===== src/rtl/speed_pi_pkg.sv =====
package speed_pi_pkg;

    localparam int PW = 48;

    typedef logic signed [PW-1:0] prod_t;

    typedef enum logic [1:0] {
        ST_IDLE   = 2'd0,
        ST_SCALE  = 2'd1,
        ST_UPDATE = 2'd2
    } loop_state_e;

    // Round to nearest (ties toward +inf), dropping frac fractional bits.
    function automatic prod_t round_q(input prod_t p, input int frac);
        prod_t half;
        half = prod_t'(1) <<< (frac - 1);
        return (p + half) >>> frac;
    endfunction

endpackage


===== src/rtl/spd_err_scale.sv =====
module spd_err_scale
    import speed_pi_pkg::*;
#(
    parameter int W_SPD  = 16,
    parameter int VSCALE = 10486,
    parameter int FRAC   = 16
) (
    input  logic signed [W_SPD-1:0] ref_rpm,
    input  logic signed [W_SPD-1:0] meas_rpm,
    output prod_t                   v_err
);

    logic signed [W_SPD:0] spd_diff;
    prod_t                 scaled;

    always_comb begin
        spd_diff = $signed({ref_rpm[W_SPD-1], ref_rpm})
                 - $signed({meas_rpm[W_SPD-1], meas_rpm});
        scaled   = prod_t'(spd_diff) * prod_t'(VSCALE);
        v_err    = round_q(scaled, FRAC);
    end

endmodule


===== src/rtl/pi_incr.sv =====
module pi_incr
    import speed_pi_pkg::*;
#(
    parameter int KP    = 39322,
    parameter int KI_DT = 16,
    parameter int FRAC  = 16,
    parameter int U_MIN = 0,
    parameter int U_MAX = 3125,
    parameter int W_U   = 16
) (
    input  logic                  clk,
    input  logic                  rst,
    input  logic                  upd,
    input  prod_t                 v_err,
    output logic signed [W_U-1:0] u_cmd
);

    prod_t ve_prev;
    prod_t p_term;
    prod_t i_term;
    prod_t u_sum;
    prod_t u_next;

    always_comb begin
        p_term = round_q((v_err - ve_prev) * prod_t'(KP), FRAC);
        i_term = round_q(v_err * prod_t'(KI_DT), FRAC);
        u_sum  = prod_t'(u_cmd) + p_term + i_term;
        if (u_sum > prod_t'(U_MAX))
            u_next = prod_t'(U_MAX);
        else if (u_sum < prod_t'(U_MIN))
            u_next = prod_t'(U_MIN);
        else
            u_next = u_sum;
    end

    always_ff @(posedge clk) begin
        if (rst) begin
            ve_prev <= '0;
            u_cmd   <= '0;
        end else if (upd) begin
            ve_prev <= v_err;
            u_cmd   <= W_U'(u_next);
        end
    end

    assert_cmd_range_R3: assert property (@(posedge clk) disable iff (rst)
        (u_cmd >= U_MIN) && (u_cmd <= U_MAX));

    assert_hold_between_R4: assert property (@(posedge clk) disable iff (rst)
        !upd |=> $stable(u_cmd));

    assert_clear_state_R8: assert property (@(posedge clk) disable iff (rst)
        $past(rst) |-> (u_cmd == '0) && (ve_prev == '0));

endmodule


===== src/rtl/tri_pwm.sv =====
module tri_pwm #(
    parameter int CAR_PEAK = 3125,
    parameter int W_U      = 16
) (
    input  logic                  clk,
    input  logic                  rst,
    input  logic signed [W_U-1:0] cmd,
    output logic                  gate
);

    localparam int CW = $clog2(CAR_PEAK + 1);

    logic [CW-1:0]         car;
    logic                  falling;
    logic signed [W_U-1:0] held;
    logic signed [31:0]    held_i;
    logic signed [31:0]    car_i;

    always_ff @(posedge clk) begin
        if (rst) begin
            car     <= '0;
            falling <= 1'b0;
            held    <= '0;
        end else begin
            if (!falling) begin
                car <= car + CW'(1);
                if (car == CW'(CAR_PEAK - 1)) falling <= 1'b1;
            end else begin
                car <= car - CW'(1);
                if (car == CW'(1)) falling <= 1'b0;
            end
            if (car == '0) held <= cmd;
        end
    end

    always_comb begin
        held_i = 32'(held);
        car_i  = 32'(car);
        gate   = held_i > car_i;
    end

    assert_valley_latch_R7: assert property (@(posedge clk) disable iff (rst)
        (car != '0) |=> $stable(held));

    assert_carrier_range_R6: assert property (@(posedge clk) disable iff (rst)
        car <= CW'(CAR_PEAK));

    assert_gate_low_R8: assert property (@(posedge clk) disable iff (rst)
        $past(rst) |-> !gate);

endmodule


===== src/rtl/speed_pi_pwm.sv =====
module speed_pi_pwm
    import speed_pi_pkg::*;
#(
    parameter int W_SPD    = 16,
    parameter int W_U      = 16,
    parameter int FRAC     = 16,
    parameter int KP       = 39322,
    parameter int KI_DT    = 16,
    parameter int VSCALE   = 10486,
    parameter int U_MIN    = 0,
    parameter int U_MAX    = 3125,
    parameter int CAR_PEAK = 3125
) (
    input  logic                    clk,
    input  logic                    rst,
    input  logic                    sample_stb,
    input  logic signed [W_SPD-1:0] ref_rpm,
    input  logic signed [W_SPD-1:0] meas_rpm,
    output logic signed [W_U-1:0]   duty_cmd,
    output logic                    gate
);

    loop_state_e state;
    loop_state_e nxt;

    logic cap_en;
    logic scale_en;
    logic upd_en;

    logic signed [W_SPD-1:0] ref_q;
    logic signed [W_SPD-1:0] meas_q;
    prod_t                   ve_c;
    prod_t                   ve_q;

    // State register
    always_ff @(posedge clk) begin
        if (rst) state <= ST_IDLE;
        else     state <= nxt;
    end

    // Next-state logic
    always_comb begin
        nxt = state;
        unique case (state)
            ST_IDLE:   if (sample_stb) nxt = ST_SCALE;
            ST_SCALE:  nxt = ST_UPDATE;
            ST_UPDATE: nxt = ST_IDLE;
            default:   nxt = ST_IDLE;
        endcase
    end

    // Output decode
    always_comb begin
        cap_en   = 1'b0;
        scale_en = 1'b0;
        upd_en   = 1'b0;
        unique case (state)
            ST_IDLE:   cap_en   = sample_stb;
            ST_SCALE:  scale_en = 1'b1;
            ST_UPDATE: upd_en   = 1'b1;
            default:   ;
        endcase
    end

    always_ff @(posedge clk) begin
        if (rst) begin
            ref_q  <= '0;
            meas_q <= '0;
            ve_q   <= '0;
        end else begin
            if (cap_en) begin
                ref_q  <= ref_rpm;
                meas_q <= meas_rpm;
            end
            if (scale_en) ve_q <= ve_c;
        end
    end

    spd_err_scale #(
        .W_SPD (W_SPD),
        .VSCALE(VSCALE),
        .FRAC  (FRAC)
    ) u_scale (
        .ref_rpm (ref_q),
        .meas_rpm(meas_q),
        .v_err   (ve_c)
    );

    pi_incr #(
        .KP   (KP),
        .KI_DT(KI_DT),
        .FRAC (FRAC),
        .U_MIN(U_MIN),
        .U_MAX(U_MAX),
        .W_U  (W_U)
    ) u_pi (
        .clk  (clk),
        .rst  (rst),
        .upd  (upd_en),
        .v_err(ve_q),
        .u_cmd(duty_cmd)
    );

    tri_pwm #(
        .CAR_PEAK(CAR_PEAK),
        .W_U     (W_U)
    ) u_pwm (
        .clk (clk),
        .rst (rst),
        .cmd (duty_cmd),
        .gate(gate)
    );

    assert_capture_R4: assert property (@(posedge clk) disable iff (rst)
        (state == ST_IDLE && sample_stb) |=> (state == ST_SCALE));

    assert_sequence_R4: assert property (@(posedge clk) disable iff (rst)
        (state == ST_SCALE) |=> (state == ST_UPDATE));

    assert_busy_ignore_R5: assert property (@(posedge clk) disable iff (rst)
        (state != ST_IDLE) |=> $stable(ref_q) && $stable(meas_q));

endmodule


===== config.mk =====
export PLATFORM = sky130hd
export DESIGN_NAME = speed_pi_pwm
export DESIGN_NICKNAME = d
export VERILOG_FILES = /design/src/rtl/speed_pi_pkg.sv /design/src/rtl/spd_err_scale.sv /design/src/rtl/pi_incr.sv /design/src/rtl/tri_pwm.sv /design/src/rtl/speed_pi_pwm.sv
export SDC_FILE = /design/constraint.sdc
export NUM_CORES = 1
export LEC_CHECK = 0
export ABC_AREA = 1
export ABC_CLOCK_PERIOD_IN_PS = 9350
export BUFFER_PORTS_ARGS = -buffer_cell sky130_fd_sc_hd__buf_2
export CELL_PAD_IN_SITES_DETAIL_PLACEMENT = 0
export CELL_PAD_IN_SITES_GLOBAL_PLACEMENT = 1
export CORE_MARGIN = 2
export CORE_UTILIZATION = 44
export CTS_CLUSTER_DIAMETER = 40
export DETAILED_ROUTE_END_ITERATION = 8
export GPL_TIMING_DRIVEN = 0
export PLACE_DENSITY_LB_ADDON = 0.08
export SLEW_MARGIN = 10
export SYNTH_ARGS = -nofsm -noshare
export SYNTH_HDL_FRONTEND = slang
export SYNTH_SLANG_ARGS = --single-unit

===== constraint.sdc =====
create_clock -name clk -period 9.35 [get_ports clk]
set_input_delay 0.935 -clock clk [delete_from_list [all_inputs] [get_ports clk]]
set_output_delay 0.935 -clock clk [all_outputs]
set_load 0.02 [all_outputs]

**Word level (Yosys, flattened, before mapping)**

Cells that the tools add are included.

- $add $sub $neg: 9
- $mul: 2
- Order comparisons: 3
- Equality and inequality tests: 5
- Muxes and demuxes: 11
- Reduce and logical (&&, ||, !) cells: 2

Operators by type and width:

| cell | number |
|---|---|
| $add 48x17->48 const B | 1 |
| $mul 48x16->47 const B | 1 |
| $add 33x6->34 | 1 |
| $gt 34x13->1 const B | 1 |
| $lt 34x1->1 const B | 1 |
| $add 16x32->33 | 1 |
| $add 32x17->33 const B | 1 |
| $mux 16 | 2 |
| $mul 17x14->31 const B | 1 |
| $add 21x17->22 const B | 1 |
| $sub 17x17->18 | 1 |
| $sub 16x16->17 | 1 |
| $gt 16x13->1 | 1 |
| $add 12x1->12 const B | 1 |
| $eq 12x1->1 const B | 1 |
| $eq 12x12->1 const B | 1 |
| $logic_not 12->1 | 1 |
| $mux 12 | 1 |
| $sub 12x1->12 const B | 1 |
| $mux 1 | 6 |
| $pmux 2 s2 | 1 |
| $eq 2x1->1 const B | 1 |
| $eq 2x2->1 const B | 1 |
| $logic_not 2->1 | 1 |
| other kinds (2) | 2 |

- Register bits: 113
- Input bits: 35
- Output and inout bits: 17

**Longest topological paths before layout**

- Depth in word-level cells: 8
- Gate-level depth with buffers: 70
- Gate-level depth less buffers: 70

**Hierarchy**

Synthesis repeated with hierarchy kept, for this count alone.

- Cells, all modules: 4720
- Area total of the unflattened synthesis: 32879.0 µm²

By module, submodules not included:

| module | instances | cells an instance | area an instance (µm²) | sequential area each (µm²) |
|---|---|---|---|---|
| pi_incr | 1 | 2930 | 20489.7 | 1261.2 |
| spd_err_scale | 1 | 1122 | 7473.4 | 0.0 |
| speed_pi_pwm | 1 | 427 | 3154.3 | 1641.6 |
| tri_pwm | 1 | 241 | 1761.7 | 580.6 |

**Least setup slack after synthesis**

OpenSTA, ideal clock, no wires.

- Path kind: register to register
- From: reg ve_q[0]
- To: reg u_pi.u_cmd[6]
- Data arrival time: 9144 ps
- Path slack: 136 ps
- Stages on the path, launching flop included: 61
- Path buffers: 1
- Cell sequence: dfxtp_1 -> inv_1 -> ha_1 -> inv_1 -> fa_1 -> nand3_1 -> nand2_1 -> nand2_1 -> nand2_1 -> nand2_1 -> a21oi_1 -> a31oi_1 -> o21ai_0 -> nand2_1 -> nand2_1 -> nand2_1 -> nand2_1 -> inv_1 -> (+25 left out) -> fa_1 -> ha_1 -> nand2_1 -> nor2_1 -> inv_1 -> nor3_1 -> and2_1 -> nand2_1 -> nand3_1 -> nand2_1 -> nor2_1 -> nand2_1 -> nor2_1 -> nand2_1 -> nand3_1 -> buf_2 -> nand3_1 -> a21oi_1

- Longest elaborated chain between the ends: 8
- Elaborated cells between the ends (all ways): 10

RTL lines:

| element | line | text |
|---|---|---|
| start, declared | speed_pi_pwm.sv:33 | `prod_t ve_q;` |
| start signal, assigned | speed_pi_pwm.sv:75 | `if (scale_en) ve_q <= ve_c;` |
| $sub 17x17->18 | pi_incr.sv:25 | `p_term = round_q((v_err - ve_prev) * prod_t'(KP), FRAC);` |
| $mul 48x16->47 | pi_incr.sv:25 |  |
| $add 48x17->48 | speed_pi_pkg.sv:17 | `return (p + half) >>> frac;` |
| $add 16x32->33 | pi_incr.sv:27 | `u_sum = prod_t'(u_cmd) + p_term + i_term;` |
| $add 33x6->34 (*) | pi_incr.sv:27 |  |
| $lt 34x1->1 | pi_incr.sv:30 | `else if (u_sum < prod_t'(U_MIN))` |
| $mux 16 | pi_incr.sv:30 |  |
| $mux 16 (*) | pi_incr.sv:28 | `if (u_sum > prod_t'(U_MAX))` |
| end signal, assigned | pi_incr.sv:42 | `u_cmd <= W_U'(u_next);` |
| end, declared | pi_incr.sv:15 | `output logic signed [W_U-1:0] u_cmd` |

Mark *: on every way between the ends. The rest lies on a longest branch, timed or not.
A chain may end at the register's enable or synchronous reset.

**Worst setup path in the final report**

- From: reg u_pi.ve_prev[4]
- To: reg u_pi.u_cmd[8]

- Longest elaborated chain between the ends: 8
- Elaborated cells between the ends (all ways): 9

RTL lines:

| element | line | text |
|---|---|---|
| start, declared | pi_incr.sv:18 | `prod_t ve_prev;` |
| start signal, assigned | pi_incr.sv:41 | `ve_prev <= v_err;` |
| $sub 17x17->18 (*) | pi_incr.sv:25 |  |
| $mul 48x16->47 (*) | pi_incr.sv:25 |  |
| $add 48x17->48 (*) | speed_pi_pkg.sv:17 |  |
| $add 16x32->33 (*) | pi_incr.sv:27 |  |
| $add 33x6->34 (*) | pi_incr.sv:27 |  |
| $lt 34x1->1 | pi_incr.sv:30 |  |
| $mux 16 | pi_incr.sv:30 |  |
| $mux 16 (*) | pi_incr.sv:28 |  |

Marks and branches as above.

==> results.sh <==
export IMPL_stdcell_count=3864
export IMPL_busiest_layer="met2"
export IMPL_cts_tree="yes"
export IMPL_regToRegEndpoint="u_pi.u_cmd[8]"
export IMPL_crit_cells=63
export IMPL_syn_area_mm2=0.0214
export IMPL_cpPeakStageDelay_ns=0.54
export IMPL_finalHoldViolations=0
export IMPL_hp_class="flop to flop"
export IMPL_cpLargestDelayFamily="adder cells"
export IMPL_wire_per_inst_um=16.2
export IMPL_initial_core_util_pct=44.7
export IMPL_ys_ff_latch=113
export IMPL_core_area_mm2=0.0478
export IMPL_drv_cap=0
export IMPL_grt_first_pass_wirelength_mm=101
export IMPL_reg2regPathDepth=63
export IMPL_die_w_um=225
export IMPL_gp_congestion=0.921
export IMPL_root_buffer="clkbuf_16"
export IMPL_die_area_mm2=0.0504
export IMPL_crit_path_top_delay_cell="fa_1"
export IMPL_grt_overflow_total=0
export IMPL_row_count=80
export IMPL_vias=19667
export IMPL_cpMostUsedCell="nand2_2"
export IMPL_die_h_um=225
export IMPL_antenna_cells=0
export IMPL_synth_main_ff_cell="dfxtp_1"
export IMPL_synth_cell_types=51
export IMPL_finClkSkew_ns=0.0209
export IMPL_worst_slew_pin_transition_ns=1.18
export IMPL_syn_avg_cell_area_um2=6.95
export IMPL_critPathMaxFanout=6
export IMPL_met2_usage_pct=47.5
export IMPL_port_buffers=50
export IMPL_crit_buf_inv=12
export IMPL_route_detailed_drc=0
export IMPL_violations="setup timing"
export IMPL_cts_buffer_depth=2
export IMPL_drtIter0Drc=767
export IMPL_cts_sinks=113
export IMPL_cp_arrival_ns=9.85
export IMPL_run_status="complete, but fails checks"
export IMPL_async_flop_share_pct=0
export IMPL_routed_wl_mm=62.6
export IMPL_worstSetupPathType="flop to flop"
export IMPL_setup_slack_ns=-0.165
export IMPL_dpl_hpwl_mm=53.0
export IMPL_fmax_ghz=0.105
export IMPL_antenna_found_initial=2
export IMPL_r2r_start="u_pi.ve_prev[4]"
export IMPL_clk_latency_ns=0.43
export IMPL_startpoint="u_pi.ve_prev[4]"
export IMPL_regToRegSetupSlack_ns=-0.16
export IMPL_fin_crit_ns=9.51
export IMPL_cp_end_kind="flop"
export IMPL_cts_htree_levels=4
export IMPL_dr_pass1_iters=5
export IMPL_syn_to_final_growth_pct=22.4
export IMPL_vias_per_cell=5.09
export IMPL_cp_required_ns=9.69
export IMPL_cts_buffers=17
export IMPL_clk_pin_slew_ns=0.06
export IMPL_syn_inst=3081
export IMPL_use_met3_pct=1.83
export IMPL_nFillCells=4678
export IMPL_nets=3793
export IMPL_rsz0062_at_grt="yes"
export IMPL_setup_viol=12
export IMPL_synth_nets=3638
export IMPL_pin_count=52
export IMPL_drv_slew=0
export IMPL_grt_util_met1_pct=30.6
export IMPL_startpoint_type="flop"
export IMPL_endpoint="u_pi.u_cmd[8]"
export IMPL_placedCellCount=3747
export IMPL_relSlewSlack_pct=21.1
export IMPL_yosysWarnings=0
export IMPL_drive_gt1_share_pct=19.3
export IMPL_ant_nets=0
export IMPL_synth_edf_count=0
export IMPL_grt_max_degree=25
export IMPL_grt_pass1_vias=19872
export IMPL_track_usage_pct=25.0
export IMPL_fin_crit_sh_pct=102
export IMPL_yosysSeqAreaShare_pct=10.6
## Yosys cell counts, drive strengths merged (10+ instances only)
library cell,number,area (um2)
nand2,692,2630
inv,675,2530
nor2,301,1200
ha,298,3730
fa,224,4480
a21oi,187,936
nand3,148,746
o21ai,141,706
dfxtp,113,2260
xor2,55,512
nand4,37,253
clkbuf,32,120
nor3,32,186
xnor2,24,218
a211oi,19,143
nand3b,17,128
a21o,14,105
a31oi,11,68.8
o21bai,11,90.1
nor4,10,75.1
## cells by family after synthesis
kind of cell	synth area share, %
AND/OR/NAND/NOR	24.9
buffers and inverters	12.5
adder cells (fa/ha/maj)	38.4
AO/OA/AOI/OAI	10.3
flip-flops	10.6
XOR/XNOR	3.41
## sequential cells by signal, summed over array words and instances (netlist names)
name,cells
state,2
meas_q,16
ve_q,17
u_pi.u_cmd,16
u_pwm.car,12
u_pi.ve_prev,17
u_pwm.falling,1
u_pwm.held,16
ref_q,16
## worst min path at each step
stage / slack, ns / cells after the start / endpoint / startpoint
6_report: 0.46 / 2 / meas_q[11] / meas_q[11]
5_1_grt: 0.49 / 2 / meas_q[11] / meas_q[11]
4_1_cts: 0.46 / 2 / meas_q[12] / meas_q[12]
3_5_place_dp: 0.45 / 2 / meas_q[12] / meas_q[12]
2_1_floorplan: 0.43 / 2 / meas_q[10] / meas_q[10]
3_3_place_gp: 0.44 / 2 / u_pi.ve_prev[4] / u_pi.ve_prev[4]
## layer usage
metal	vias to the layer above	routed length [um]
met2	268	32700
met3	68	1280
li1	9959	-
met1	9368	27300
met4	4	1300
met5	-	24
## layout by cell type, fill, tap and decap left out, drive strengths merged
cell type | synthesis | layout
a211oi | 19 | 19
a21boi | 3 | 3
a21o | 14 | 14
a21oi | 187 | 187
a221oi | 2 | 2
a31o | 1 | 1
a31oi | 11 | 11
and2 | 8 | 8
and3 | 3 | 3
buf | 2 | 137
bufinv | 0 | 2
clkbuf | 32 | 51
clkinv | 1 | 4
clkinvlp | 0 | 4
dfxtp | 113 | 113
fa | 224 | 224
ha | 298 | 298
inv | 675 | 679
nand2 | 692 | 693
nand3 | 148 | 148
nand3b | 17 | 17
nand4 | 37 | 37
nor2 | 301 | 301
nor3 | 32 | 32
nor3b | 1 | 1
nor4 | 10 | 10
o211ai | 4 | 4
o21a | 5 | 5
o21ai | 141 | 141
o21bai | 11 | 11
o22ai | 1 | 1
o31ai | 1 | 1
o32ai | 2 | 2
o41ai | 1 | 1
or2 | 5 | 5
xnor2 | 24 | 24
xor2 | 55 | 55
## worst min-delay path, delay by kind of cell (launching register included)
kind	cells	cell delay [ns]
compound gates	1	0.06
buf+inv	1	0.06
flops	1	0.29
## metrics by stage
stage	worst slack, ns	area (um2)	utilization [%]	TNS, ns	hold slack (ns)
floorplan	0.136	21400	-	0	0.433
finish	-0.165	26200	54.8	-1.38	0.461
detailed placement	-2.13	22400	46.9	-24.47	0.454
global route	-0.586	26200	54.8	-6.36	0.488
global placement	-2.17	22400	46.9	-25.03	0.444
CTS	-0.0829	25300	52.9	-0.662	0.463
## cell type report
cell class	instances	area (um2)	share of cell area [%]
Inverter	676	2550	9.74
Multi-Input combinational cell	2259	18900	72.1
Buffer	34	140	0.535
Clock buffer	19	453	1.73
Timing Repair Buffer	135	968	3.70
Clock inverter	13	151	0.578
Tap cell	615	769	2.94
Sequential cell	113	2270	8.65
## timing repair
action,4_1_cts,5_1_grt
endpoints found under the setup margin,12,12
hold buffers,0,0
gates resized for setup,422,167
gates cloned,1,1
setup buffers,56,28
pin swaps,155,144
Power is left out: the tool's default activity adds up to more than one toggle a clock period on the data nets, which glitch-free logic cannot reach.
